--- config.mk ---
export PLATFORM = sky130hd
export DESIGN_NAME = gpio_setclr
export DESIGN_NICKNAME = d
export VERILOG_FILES = /design/src/rtl/gpio_pkg.sv /design/src/rtl/gpio_pin_sync.sv /design/src/rtl/gpio_setclr_reg.sv /design/src/rtl/gpio_regif.sv /design/src/rtl/gpio_setclr.sv
export SDC_FILE = /design/constraint.sdc
export NUM_CORES = 1
export LEC_CHECK = 0
export ABC_AREA = 1
export BUFFER_PORTS_ARGS = -buffer_cell sky130_fd_sc_hd__buf_2
export CAP_MARGIN = 20
export CORE_AREA = 2 2 50 52
export DETAILED_ROUTE_END_ITERATION = 10
export DIE_AREA = 0 0 52 54
export GPL_TIMING_DRIVEN = 0
export MAX_ROUTING_LAYER = met4
export PLACE_DENSITY = 0.69
export REMOVE_ABC_BUFFERS = 1
export SLEW_MARGIN = 10
export SYNTH_ARGS = -nofsm -noshare
export SYNTH_HDL_FRONTEND = slang
export SYNTH_HIERARCHICAL = 1
export SYNTH_SLANG_ARGS = --single-unit
--- constraint.sdc ---
create_clock -name clk -period 0.88 [get_ports clk]
set_clock_uncertainty 0.1 [all_clocks]
set_input_delay 0.176 -clock clk [delete_from_list [all_inputs] [get_ports clk]]
set_output_delay 0.176 -clock clk [all_outputs]
set_load 0.01 [all_outputs]
--- src/rtl/gpio_pkg.sv ---
package gpio_pkg;
  localparam int NUM_PINS = 4;
  localparam int FIELD_W  = 8;
  localparam int ADDR_W   = 3;

  localparam logic [ADDR_W-1:0] A_DAT_SET = 3'd0;
  localparam logic [ADDR_W-1:0] A_DAT_CLR = 3'd1;
  localparam logic [ADDR_W-1:0] A_OE_SET  = 3'd2;
  localparam logic [ADDR_W-1:0] A_OE_CLR  = 3'd3;
  localparam logic [ADDR_W-1:0] A_PIN_IN  = 3'd4;
endpackage

--- src/rtl/gpio_pin_sync.sv ---
module gpio_pin_sync #(
  parameter int WIDTH  = 4,
  parameter int STAGES = 2
) (
  input  logic             clk,
  input  logic             rst_n,
  input  logic [WIDTH-1:0] d_async,
  output logic [WIDTH-1:0] d_sync
);
  for (genvar p = 0; p < WIDTH; p++) begin : g_pin
    logic [STAGES-1:0] chain;
    always_ff @(posedge clk or negedge rst_n) begin
      if (!rst_n) chain <= '0;
      else        chain <= {chain[STAGES-2:0], d_async[p]};
    end
    assign d_sync[p] = chain[STAGES-1];
  end
endmodule

--- src/rtl/gpio_setclr_reg.sv ---
module gpio_setclr_reg #(
  parameter int WIDTH = 4
) (
  input  logic             clk,
  input  logic             rst_n,
  input  logic [WIDTH-1:0] set_mask,
  input  logic [WIDTH-1:0] clr_mask,
  output logic [WIDTH-1:0] q
);
  // clear dominates a simultaneous set on the same bit
  always_ff @(posedge clk or negedge rst_n) begin
    if (!rst_n) q <= '0;
    else        q <= (q | set_mask) & ~clr_mask;
  end

  p_zero_mask_hold_r2: assert property (@(posedge clk) disable iff (!rst_n)
    (set_mask == '0 && clr_mask == '0) |=> $stable(q));

  p_set_lands_r2: assert property (@(posedge clk) disable iff (!rst_n)
    ((set_mask & ~clr_mask) != '0) |=>
      ((q & $past(set_mask & ~clr_mask)) == $past(set_mask & ~clr_mask)));

  p_clr_lands_r3: assert property (@(posedge clk) disable iff (!rst_n)
    (clr_mask != '0) |=> ((q & $past(clr_mask)) == '0));
endmodule

--- src/rtl/gpio_regif.sv ---
module gpio_regif
  import gpio_pkg::*;
#(
  parameter int PINS = NUM_PINS,
  parameter int FW   = FIELD_W,
  parameter int AW   = ADDR_W
) (
  input  logic          clk,
  input  logic          rst_n,
  input  logic [AW-1:0] reg_addr,
  input  logic          reg_wr,
  input  logic [FW-1:0] reg_wdata,
  input  logic          reg_rd,
  output logic [FW-1:0] reg_rdata,
  input  logic [PINS-1:0] dat_q,
  input  logic [PINS-1:0] oe_q,
  input  logic [PINS-1:0] pin_sync,
  output logic [PINS-1:0] dat_set,
  output logic [PINS-1:0] dat_clr,
  output logic [PINS-1:0] oe_set,
  output logic [PINS-1:0] oe_clr
);
  localparam int PAD = FW - PINS;

  logic [PINS-1:0] wmask;
  logic [PINS-1:0] rsel;

  assign wmask = reg_wr ? reg_wdata[PINS-1:0] : '0;

  always_comb begin
    dat_set = '0;
    dat_clr = '0;
    oe_set  = '0;
    oe_clr  = '0;
    case (reg_addr)
      A_DAT_SET: dat_set = wmask;
      A_DAT_CLR: dat_clr = wmask;
      A_OE_SET:  oe_set  = wmask;
      A_OE_CLR:  oe_clr  = wmask;
      default: ;
    endcase
  end

  always_comb begin
    case (reg_addr)
      A_DAT_SET, A_DAT_CLR: rsel = dat_q;
      A_OE_SET,  A_OE_CLR:  rsel = oe_q;
      A_PIN_IN:             rsel = pin_sync;
      default:              rsel = '0;
    endcase
  end

  always_ff @(posedge clk or negedge rst_n) begin
    if (!rst_n)      reg_rdata <= '0;
    else if (reg_rd) reg_rdata <= {{PAD{1'b0}}, rsel};
  end

  p_upper_read_zero_r5: assert property (@(posedge clk) disable iff (!rst_n)
    reg_rdata[FW-1:PINS] == '0);

  p_upper_write_inert_r5: assert property (@(posedge clk) disable iff (!rst_n)
    (reg_wr && reg_wdata[FW-1:PINS] != '0 && reg_wdata[PINS-1:0] == '0)
      |=> ($stable(dat_q) && $stable(oe_q)));

  p_unmapped_read_zero_r8: assert property (@(posedge clk) disable iff (!rst_n)
    (reg_rd && reg_addr > A_PIN_IN) |=> reg_rdata == '0);

  p_unmapped_write_inert_r8: assert property (@(posedge clk) disable iff (!rst_n)
    (reg_wr && reg_addr >= A_PIN_IN) |=> ($stable(dat_q) && $stable(oe_q)));
endmodule

--- src/rtl/gpio_setclr.sv ---
module gpio_setclr
  import gpio_pkg::*;
(
  input  logic                clk,
  input  logic                rst_n,
  input  logic [ADDR_W-1:0]   reg_addr,
  input  logic                reg_wr,
  input  logic [FIELD_W-1:0]  reg_wdata,
  input  logic                reg_rd,
  output logic [FIELD_W-1:0]  reg_rdata,
  input  logic [NUM_PINS-1:0] pin_in,
  output logic [NUM_PINS-1:0] pin_out,
  output logic [NUM_PINS-1:0] pin_oe
);
  logic [NUM_PINS-1:0] pin_sync;
  logic [NUM_PINS-1:0] dat_set, dat_clr, oe_set, oe_clr;
  logic [NUM_PINS-1:0] dat_q, oe_q;

  gpio_pin_sync #(.WIDTH(NUM_PINS), .STAGES(2)) u_sync (
    .clk(clk), .rst_n(rst_n), .d_async(pin_in), .d_sync(pin_sync)
  );

  gpio_regif u_regif (
    .clk(clk), .rst_n(rst_n),
    .reg_addr(reg_addr), .reg_wr(reg_wr), .reg_wdata(reg_wdata),
    .reg_rd(reg_rd), .reg_rdata(reg_rdata),
    .dat_q(dat_q), .oe_q(oe_q), .pin_sync(pin_sync),
    .dat_set(dat_set), .dat_clr(dat_clr), .oe_set(oe_set), .oe_clr(oe_clr)
  );

  gpio_setclr_reg #(.WIDTH(NUM_PINS)) u_dat (
    .clk(clk), .rst_n(rst_n), .set_mask(dat_set), .clr_mask(dat_clr), .q(dat_q)
  );

  gpio_setclr_reg #(.WIDTH(NUM_PINS)) u_oe (
    .clk(clk), .rst_n(rst_n), .set_mask(oe_set), .clr_mask(oe_clr), .q(oe_q)
  );

  assign pin_out = dat_q;
  assign pin_oe  = oe_q;

  p_pin_in_write_inert_r6: assert property (@(posedge clk) disable iff (!rst_n)
    (reg_wr && reg_addr == A_PIN_IN) |=> ($stable(pin_out) && $stable(pin_oe)));
endmodule

==> PnR_summary.wiki, run 1 <==
{| class="wikitable"
! Metric !! Value
|-
| Outcome || finished with violations
|-
| Violations in the final reports || negative setup slack
|-
| Clock tree from TritonCTS || done
|-
| Cell count after placement || 155
|-
| Number of global-route vias before repair || 743
|-
| Floorplan core area || 2320 sq um
|-
| CTS sink count || 20
|-
| Worst-case vdd ir drop || 1.46 mV
|-
| Simple-Gate Fraction of Synth Area || 33.7%
|-
| Final setup violation count || 17
|-
| Clock transition time at the flip-flop clock pins of the worst setup and hold paths || around 120 ps
|-
| Cell breakdown of the critical path || buf_2
|-
| Layout cells sized above 1 || 40.8%
|-
| Total via count in the routed design || 803
|-
| CP startpoint kind || flop
|-
| Start-to-end type of the worst setup path || reg -> out
|-
| Final global-route overflow total || 0
|-
| Post-place setup slack || -212 ps
|-
| Number of placed I/O pins || 35
|-
| Buffers on Ports || 26
|-
| Effective utilization at floorplan || between 30% and 40%
|-
| RSZ-0062 raised after global routing || true
|-
| Xor/xnor share of the synthesized area || 0%
|-
| Final core utilization || ~53%
|-
| Number of nets with antenna violations after detailed routing || 0
|-
| Synthesized cell area || roughly 870 sq um
|-
| TritonCTS buffer count || 3
|-
| Proportion of synthesized area in mux cells || 0%
|-
| Die ar. || 2810 sq um
|-
| Post-Synth Adder-Cell Area || 0%
|-
| DRC violation total after the first TritonRoute iteration || 10
|-
| First-pass iteration count of the detailed router || 4
|-
| Cell with the largest stage delay on the worst path || sky130_fd_sc_hd__dfrtp_1
|-
| Total Wirelength || a little under 2000 um
|-
| Hold Vio Cnt, Final || 0
|-
| Power per cell area || 1910 nW/um^2
|-
| Area grow syn2layout || 40.5%
|-
| Dominant combinational cell family by area after synthesis || simple AND/OR/NAND/NOR gates
|-
| Post-DP HPWL || 1280 um
|-
| Maximum level of the CTS H-tree || 1
|-
| Max_cap viols || 0
|-
| Total track usage || 15.6%
|-
| Worst path max stage delay || 410 ps
|-
| Aggregate negative setup slack || -3530 ps
|-
| Smallest setup slack after layout || -253 ps
|-
| Distinct cell type count after synthesis || 10
|-
| Post-route clock period utilization || 129%
|-
| Critical-path maximum fanout || 2
|-
| Width of the die || 52 um
|-
| Nets || 167
|-
| Initial antenna violation count || 0
|-
| Post-Layout Cell Count || 177
|-
| # DRC || 0
|-
| GP Congestion || 0.779
|-
| Arrival time worst endpoint || 860 ps
|-
| Y dimension of the die || 54 um
|-
| Number of slew-limit violations in the final report || 0
|-
| Vias per Instance || 4.54
|-
| Buffers and inverters on the worst path || 1
|-
| Data required time of the critical path || 600 ps
|-
| Gate count of the mapped netlist || 104
|-
| Diodes inserted || 0
|-
| Endpoint class of the critical path || primary output
|-
| Skew-Pair Late Insertion Delay || 300 ps
|-
| Post-synthesis area per instance || 8.40 sq um
|-
| Wire length of the first global-routing pass || 3110 um
|-
| Leakage power || about 0.65 nW
|-
| Maximum buffer depth of the clock tree || 2
|-
| Kind of cell with the highest combined delay on the critical path || flip-flops
|-
| Cell chosen for the clock root || sky130_fd_sc_hd__clkbuf_4
|-
| Maximum clock frequency || 0.883 GHz
|-
| Maximum number of pins on one net before global-route repair || 21
|-
| Compound-cell area share of the yosys netlist || 0%
|-
| Sequential element share of the synthesized area || 57.3%
|-
| WL per Instance || 11.1 um
|-
| Post-layout min period || 1130 ps
|-
| Number of placement rows || 18
|-
| Type of the tightest min-delay check || in -> reg
|-
| Yosys Warn Count || 6
|-
| Flip-flop and latch count after synthesis || 20
|}
-- repair_timing --
action	CTS	global route
hold buffers	5	0
setup buffers	11	2
resized for setup	0	14
hold endpoints to repair	24	0
pin swaps	4	6
setup endpoints to repair	16	23
-- cells by family after synthesis --
| logic type | count (synthesis) |
|---|---|
| buf+inv | 12 |
| simple gates | 71 |
| other cells | 1 |
| flops | 20 |
-- power by group --
group	internal, mW	switching (mW)
registers	1.05	0.0665
clock network	0.252	0.281
logic	0.350	0.353
-- synth_stat cells, drive strengths merged --
master,instances,area share (%)
conb,1,0.43
nand2,24,11
nor2,35,16
inv,4,1.7
buf,8,6.9
nand3,12,6.9
dfrtp,20,57
-- layout by cell type (no fill, tap or decap), drive strengths merged --
cell type / count
nand3: 12
nand2: 24
clkbuf: 4
dfrtp: 20
inv: 4
dlygate4sd3: 5
conb: 4
nor2: 35
buf: 39
-- sequential cells by signal, indices dropped and copies added (netlist names) --
| name | cells |
|---|---|
| u_dat/q | 4 |
| u_oe/q | 4 |
| u_regif/reg_rdata | 4 |
| u_sync/g_pin.chain | 8 |
-- per-layer routing --
layer,global-route usage (%),wire length [um]
met1,18.0,801
met2,27.8,1060
met3,2.22,78
met4,5.26,32
met5,-,0
-- through the flow --
stage	hold slack (ps)	power (mW)	instance area, sq um
floorplan	-220	1.35	825
global placement	32.1	1.55	992
detailed placement	44.1	1.57	992
CTS	22.9	2.26	1160
global route	35.5	2.49	1230
finish	25.0	2.35	1230
-- cell type report --
cell class / instances / area [sq um]
Fill cell: 218 / 1090
Tap cell: 30 / 37.5
Clock buffer: 4 / 36.3
Timing Repair Buffer: 44 / 289
Sequential cell: 20 / 500
Inverter: 4 / 15.0
Multi-Input combinational cell: 75 / 349
-- final timing paths --
path / cells past startpoint / to / slack (ps) / startpoint
setup / recovery: 1 / pin_oe[1] / -250 / u_oe/q[1]
hold / removal: 3 / u_regif/reg_rdata[0] / 20 / reg_rd
setup reg to reg: 6 / u_regif/reg_rdata[1] / -220 / u_oe/q[1]
hold reg to reg: 0 / u_sync/g_pin[2].chain[1] / 270 / u_sync/g_pin[2].chain[0]
max in group asynchronous: 2 / u_regif/reg_rdata[2] / 130 / rst_n
min in group asynchronous: 2 / u_oe/q[1] / 230 / rst_n
(Power assumes the default switching activity.)
==> run 2, diff against run 1 <==
Settings changed: GPL_TIMING_DRIVEN 0 to default.
==> PnR_summary.wiki, run 2 (synthesized netlist as in run 1, its figures left out) <==
{| class="wikitable"
! Metric !! Value
|-
| Outcome || finished with violations
|-
| Violations in the final reports || negative setup slack
|-
| Total track usage || 15.4%
|-
| Start point of the critical path || u_dat/q[3]
|-
| Area grow syn2layout || 48.7%
|-
| Post-route clock period utilization || 129%
|-
| Min-delay src || reg_rd
|-
| Smallest setup slack after layout || -252 ps
|-
| DRC violation total after the first TritonRoute iteration || 21
|-
| Final setup violation count || 17
|-
| Cell with the largest stage delay on the worst path || sky130_fd_sc_hd__dfrtp_1
|-
| Hold Vio Cnt, Final || 0
|-
| Endpoint class of the critical path || primary output
|-
| First-pass iteration count of the detailed router || 4
|-
| Type of the tightest min-delay check || in -> reg
|-
| Switching share of total power || 27.3%
|-
| Vias per Instance || roughly 4.6
|-
| Initial antenna violation count || 0
|-
| Post-Layout Cell Count || 179
|-
| CP startpoint kind || flop
|-
| Effective utilization at floorplan || 37.6%
|-
| Buffers and inverters on the worst path || 1
|-
| Launch point of the worst reg-to-reg path || u_oe/q[2]
|-
| Worst-case vdd ir drop || 1.43 mV
|-
| Most frequent cells in the layout || 26 x sky130_fd_sc_hd__buf_2, 26 x sky130_fd_sc_hd__nor2_1, 20 x sky130_fd_sc_hd__dfrtp_1, 19 x sky130_fd_sc_hd__nand2_1
|-
| Cell breakdown of the critical path || buf_2
|-
| Sequential share of power || between 40% and 50%
|-
| Max_cap viols || 0
|-
| Kind of cell with the highest combined delay on the critical path || flip-flops
|-
| Internal power of the cells || ~1.9 mW
|-
| Y dimension of the die || around 54 um
|-
| GP Congestion || around 0.77
|-
| # DRC || 0
|-
| Number of slew-limit violations in the final report || 0
|-
| Part of the total power dissipated in the clock network || 28.2%
|-
| Final core utilization || 56.0%
|-
| Cell chosen for the clock root || sky130_fd_sc_hd__clkbuf_4
|-
| Start-to-end type of the worst setup path || reg -> out
|-
| Arrival time worst endpoint || 860 ps
|-
| Wire length of the first global-routing pass || 3090 um
|-
| Maximum buffer depth of the clock tree || 2
|-
| Diodes inserted || 0
|-
| Flip-flop count of the largest register after layout || 8
|-
| Buffers on Ports || 26
|-
| Die ar. || 2810 sq um
|-
| Maximum level of the CTS H-tree || 1
|-
| Switching power summed over all nets || 710 uW
|-
| Number of placement rows || 18
|-
| CTS sink count || 20
|-
| Number of global-route vias before repair || 771
|-
| Register bank with the most flops || u_sync/g_pin.chain
|-
| Width of the die || 52 um
|-
| Maximum clock frequency || 0.883 GHz
|-
| Floorplan core area || 2320 sq um
|-
| Post-layout min period || 1130 ps
|-
| Maximum number of pins on one net before global-route repair || 21
|-
| Number of nets with antenna violations after detailed routing || 0
|-
| Nets || 169
|-
| Clock transition time at the flip-flop clock pins of the worst setup and hold paths || between 100 and 150 ps
|-
| Data required time of the critical path || 600 ps
|-
| Skew-Pair Late Insertion Delay || ~300 ps
|-
| Cell count after placement || 159
|-
| Worst path max stage delay || 410 ps
|-
| Power per cell area || 2000 nW/um^2
|-
| TritonCTS buffer count || 3
|-
| Post-DP HPWL || 1300 um
|-
| Leakage power || 0.683 nW
|-
| WL per Instance || 11.0 um
|-
| Final global-route overflow total || 0
|-
| Number of filler cells placed in the layout || 202
|-
| RSZ-0062 raised after global routing || true
|-
| Number of placed I/O pins || 35
|-
| Critical-path maximum fanout || 2
|-
| Logic pwr share || ~29%
|-
| Total Wirelength || 1960 um
|-
| Total via count in the routed design || 817
|-
| Layout cells sized above 1 || 45.0%
|-
| Clock tree from TritonCTS || done
|}
[run 2: cell types whose count changed in the layout (fill, tap and decap cells not counted)]
cell                        change
sky130_fd_sc_hd__buf_4          -2
sky130_fd_sc_hd__nand3_2        +1
sky130_fd_sc_hd__nor2_1         -1
sky130_fd_sc_hd__nand3_4        +1
sky130_fd_sc_hd__clkbuf_8       -1
sky130_fd_sc_hd__nand2_1        -2
sky130_fd_sc_hd__bufinv_16      +1
sky130_fd_sc_hd__nor2_2         +1
sky130_fd_sc_hd__nand3_1        -2
sky130_fd_sc_hd__nand2_2        +2
sky130_fd_sc_hd__buf_6          +4
[run 2: worst paths after layout]
| path | cells past startpoint | slack [ps] | to |
|---|---|---|---|
| worst max register to register | 5 | -120 | u_regif/reg_rdata[2] |
| worst min register to register | 0 | 260 | u_sync/g_pin[0].chain[1] |
| max in group asynchronous | 2 | 150 | u_dat/q[2] |
| worst max-delay path | 1 | -250 | pin_out[3] |
| min in group asynchronous | 2 | 230 | u_sync/g_pin[0].chain[0] |
| worst min-delay path | 3 | 20 | u_regif/reg_rdata[3] |
[run 2: final cells by class]
cell class,instances,area (sq um),share of cell area [%]
repair buffers,46,319,24.6
multi-input cells,75,374,28.8
inverters,4,15.0,1.16
flip-flops and latches,20,500,38.5
clock buffers,3,22.5,1.73
well taps,30,37.5,2.89
clock inverters,1,30.0,2.31
[run 2: through the flow]
stage / setup TNS, ps / hold slack, ps / setup WS, ps / cell area [sq um] / total power, mW
global route: -3920 / 34.8 / -284 / 1300 / 2.74
CTS: -3140 / 17.8 / -248 / 1210 / 2.48
finish: -3200 / 22.2 / -252 / 1300 / 2.60
floorplan: 0 / -220 / 16.1 / 825 / 1.35
detailed placement: -1350 / 39.3 / -140 / 1020 / 1.58
global placement: -1150 / 32.6 / -115 / 1020 / 1.57
[run 2: repair_timing]
action | CTS | global route
endpoints found under the hold margin | 24 | 0
hold buffers | 5 | 0
endpoints found under the setup margin | 15 | 23
gates cloned | 0 | 0
pin swaps | 4 | 9
gates resized for setup | 5 | 20
setup buffers | 9 | 4
[run 2: power groups by stage]
stage	Combinational, mW	Clock [mW]	Sequential (mW)
final	0.745	0.733	1.12
after global routing	0.809	0.800	1.13
after CTS	0.623	0.750	1.11
after detailed placement	0.427	0	1.15
after global placement	0.417	0	1.15
after floorplan	0.154	0	1.19
[run 2: metal layers]
layer	up-vias	global-route usage, %	wire length, um
met5	-	-	0
met4	0	5.26	6
met3	2	1.67	108
met2	28	28.7	1060
met1	386	17.1	789
li1	401	-	-
==> run 3, diff against run 2 <==
Settings changed: ABC_AREA 1 to default, CORE_AREA 2 2 50 52 to 2 2 51 53, DIE_AREA 0 0 52 54 to 0 0 53 55, PLACE_DENSITY 0.69 to 0.68.
==> PnR_summary.wiki, run 3 <==
{| class="wikitable"
! Metric !! Value
|-
| Outcome || finished with violations
|-
| Violations in the final reports || negative setup slack
|-
| Area grow syn2layout || 58.5%
|-
| Gate count of the mapped netlist || 90
|-
| Clock tree from TritonCTS || done
|-
| Worst-case vdd ir drop || 1.43 mV
|-
| Worst path max stage delay || 420 ps
|-
| Initial antenna violation count || 0
|-
| Commonest cells in the synthesized netlist || 20 x sky130_fd_sc_hd__dfrtp_1, 14 x sky130_fd_sc_hd__nor2_1, 9 x sky130_fd_sc_hd__nand2_1, 9 x sky130_fd_sc_hd__nor2b_1
|-
| Top layer used by detailed routing || met4
|-
| Arrival time worst endpoint || 960 ps
|-
| Diodes inserted || 0
|-
| Flip-flop and latch count after synthesis || 20
|-
| Number of filler cells placed in the layout || 192
|-
| Total Wirelength || 2230 um
|-
| # DRC || 0
|-
| CP startpoint kind || flop
|-
| Yosys Warn Count || 6
|-
| Layout cells sized above 1 || between 40% and 50%
|-
| Sequential element share of the synthesized area || a little over half
|-
| Total track usage || 15.6%
|-
| Number of slew-limit violations in the final report || 0
|-
| Skew-Pair Late Insertion Delay || around 290 ps
|-
| GP Congestion || 0.753
|-
| Effective utilization at floorplan || 38.7%
|-
| Final core utilization || between 60 and 70%
|-
| Buffers and inverters on the worst path || 2
|-
| Cell with the largest stage delay on the worst path || sky130_fd_sc_hd__dfrtp_1
|-
| Hold Vio Cnt, Final || 0
|-
| Post-place setup slack || -191 ps
|-
| Type of the tightest min-delay check || in -> reg
|-
| Die ar. || 2920 sq um
|-
| Aggregate negative setup slack || -4500 ps
|-
| Endpoint class of the critical path || primary output
|-
| Cell type with the highest aggregate area in the netlist || sky130_fd_sc_hd__dfrtp_1
|-
| Clock transition time at the flip-flop clock pins of the worst setup and hold paths || 120 ps
|-
| Worst path most repeated cell || sky130_fd_sc_hd__buf_6
|-
| Kind of cell with the highest combined delay on the critical path || flip-flops
|-
| Post-synth EDFFs || 0
|-
| Cell types occupying the most area after synthesis || sky130_fd_sc_hd__dfrtp_1 55%, sky130_fd_sc_hd__o21ba_1 8.8%, sky130_fd_sc_hd__buf_4 6.6%
|-
| Number of global-route vias before repair || 760
|-
| Cell chosen for the clock root || sky130_fd_sc_hd__clkbuf_4
|-
| Smallest setup slack after layout || -357 ps
|-
| Most frequent standard cell in the layout excluding fill and tap cells || sky130_fd_sc_hd__buf_2
|-
| DP Area || 1070 sq um
|-
| Number of placement rows || 18
|-
| TritonCTS buffer count || 3
|-
| DRC violation total after the first TritonRoute iteration || 7
|-
| Cell breakdown of the critical path || buf_6 > buf_6
|-
| Flip-flop count of the largest register after layout || 8
|-
| Maximum number of pins on one net before global-route repair || 21
|-
| Leakage power || 0.692 nW
|-
| RSZ-0062 raised after global routing || true
|-
| Post-route clock period utilization || 141%
|-
| Area occupied by multi-input gates || 447 sq um
|-
| Data required time of the critical path || 600 ps
|-
| Detailed-routing wirelength on met1 || between 800 and 900 um
|-
| Ys async rst share || 100%
|-
| Number of placed I/O pins || 35
|-
| Post-DP HPWL || 1350 um
|-
| Combined flip-flop and latch cell area || roughly 500 sq um
|-
| Total via count in the routed design || around 800
|-
| Wire length of the first global-routing pass || 3160 um
|-
| Overall power after layout || a little under 3 mW
|-
| Nets || 161
|-
| CTS sink count || 20
|-
| Met2 wire length || 1270 um
|-
| Maximum level of the CTS H-tree || 1
|-
| Final design area excluding fillers || 1450 sq um
|-
| Final setup violation count || 22
|-
| Floorplan core area || ~2400 sq um
|-
| Register bank with the most flops || u_sync/g_pin.chain
|-
| Start-to-end type of the worst setup path || reg -> out
|-
| Most frequently used cell type in the post-synthesis netlist || sky130_fd_sc_hd__dfrtp_1
|-
| Final global-route overflow total || 0
|-
| Top FF cell, synth || sky130_fd_sc_hd__dfrtp_1
|-
| Maximum buffer depth of the clock tree || 2
|-
| Vias per Instance || between 4 and 5
|-
| Synthesized cell area || between 900 and 1000 sq um
|-
| Critical-path maximum fanout || 2
|-
| Post-synthesis area per instance || 10.2 sq um
|-
| Maximum clock frequency || 0.809 GHz
|-
| Max_cap viols || 0
|-
| Power per cell area || 1990 nW/um^2
|-
| First-pass iteration count of the detailed router || 4
|-
| Post-layout min period || approximately 1200 ps
|-
| Number of nets with antenna violations after detailed routing || 0
|-
| Y dimension of the die || 55 um
|-
| Buffers on Ports || 26
|-
| Portion of synthesized cell area occupied by the leading cell type || 54.7%
|-
| Distinct cell type count after synthesis || 15
|-
| Met3 WL || 87 um
|-
| WL per Instance || 13.1 um
|-
| Most frequent cells in the layout || 23 x sky130_fd_sc_hd__buf_2, 20 x sky130_fd_sc_hd__dfrtp_1, 16 x sky130_fd_sc_hd__buf_6, 14 x sky130_fd_sc_hd__nor2_1
|-
| Width of the die || 53 um
|}
==> run 3: layer usage <==
metal / vias to the layer above / global-route usage [%]
li1: 395 / -
met1: 385 / 17.2
met2: 29 / 29.6
met3: 2 / 1.61
met4: 0 / 5.13
met5: - / -
==> run 3: path summary, 6_finish.rpt <==
| check | startpoint | end | slack [ps] | depth (start not counted) |
|---|---|---|---|---|
| worst max-delay path | u_dat/q[0] | pin_out[0] | -360 | 2 |
| worst min-delay path | reg_wdata[1] | u_oe/q[1] | 150 | 4 |
| worst max register to register | u_oe/q[1] | u_regif/reg_rdata[1] | -170 | 4 |
| worst min register to register | u_sync/g_pin[0].chain[0] | u_sync/g_pin[0].chain[1] | 260 | 0 |
| max in group asynchronous | rst_n | u_regif/reg_rdata[1] | 140 | 2 |
| min in group asynchronous | rst_n | u_oe/q[1] | 230 | 2 |
==> run 3: area by class of cell <==
class / instances / area share [%]
sequential: 20 / 34.5
timing repair buffer: 53 / 28.5
clock inverter: 1 / 2.07
clock buffer: 3 / 1.55
tap: 30 / 2.59
multi-input combinational: 64 / 30.8
==> run 3: power by group <==
| part | total (mW) | switching [mW] | internal, mW |
|---|---|---|---|
| logic | 1.03 | 0.379 | 0.652 |
| registers | 1.12 | 0.0778 | 1.04 |
| clock network | 0.737 | 0.278 | 0.460 |
| total | 2.89 | 0.734 | 2.16 |
==> run 3: cells by family after synthesis <==
group | after synthesis | synth area share, %
simple gates | 40 | 21.2
flops | 20 | 54.7
other cells | 1 | 0.410
buf+inv | 9 | 7.80
compound gates | 20 | 15.9
==> run 3: tightest hold or removal path: cells and delay by family <==
| family | cells | cell delay, ps |
|---|---|---|
| AND/OR/NAND/NOR | 2 | 140 |
| AO/OA/AOI/OAI | 1 | 110 |
| buffers and inverters | 1 | 90 |
==> run 3: what timing repair did <==
action	4_1_cts	5_1_grt
resized for setup	20	15
setup buffers	13	4
pin swaps	6	7
hold buffers	5	0
hold endpoints to repair	24	0
endpoints found under the setup margin	18	24
==> run 3: metrics by stage <==
stage / hold WS, ps / std cells
4_1_cts: 126 / 169
6_report: 150 / 171
5_1_grt: 172 / 171
3_3_place_gp: 44.0 / 147
2_1_floorplan: -220 / 84
3_5_place_dp: 40.8 / 147
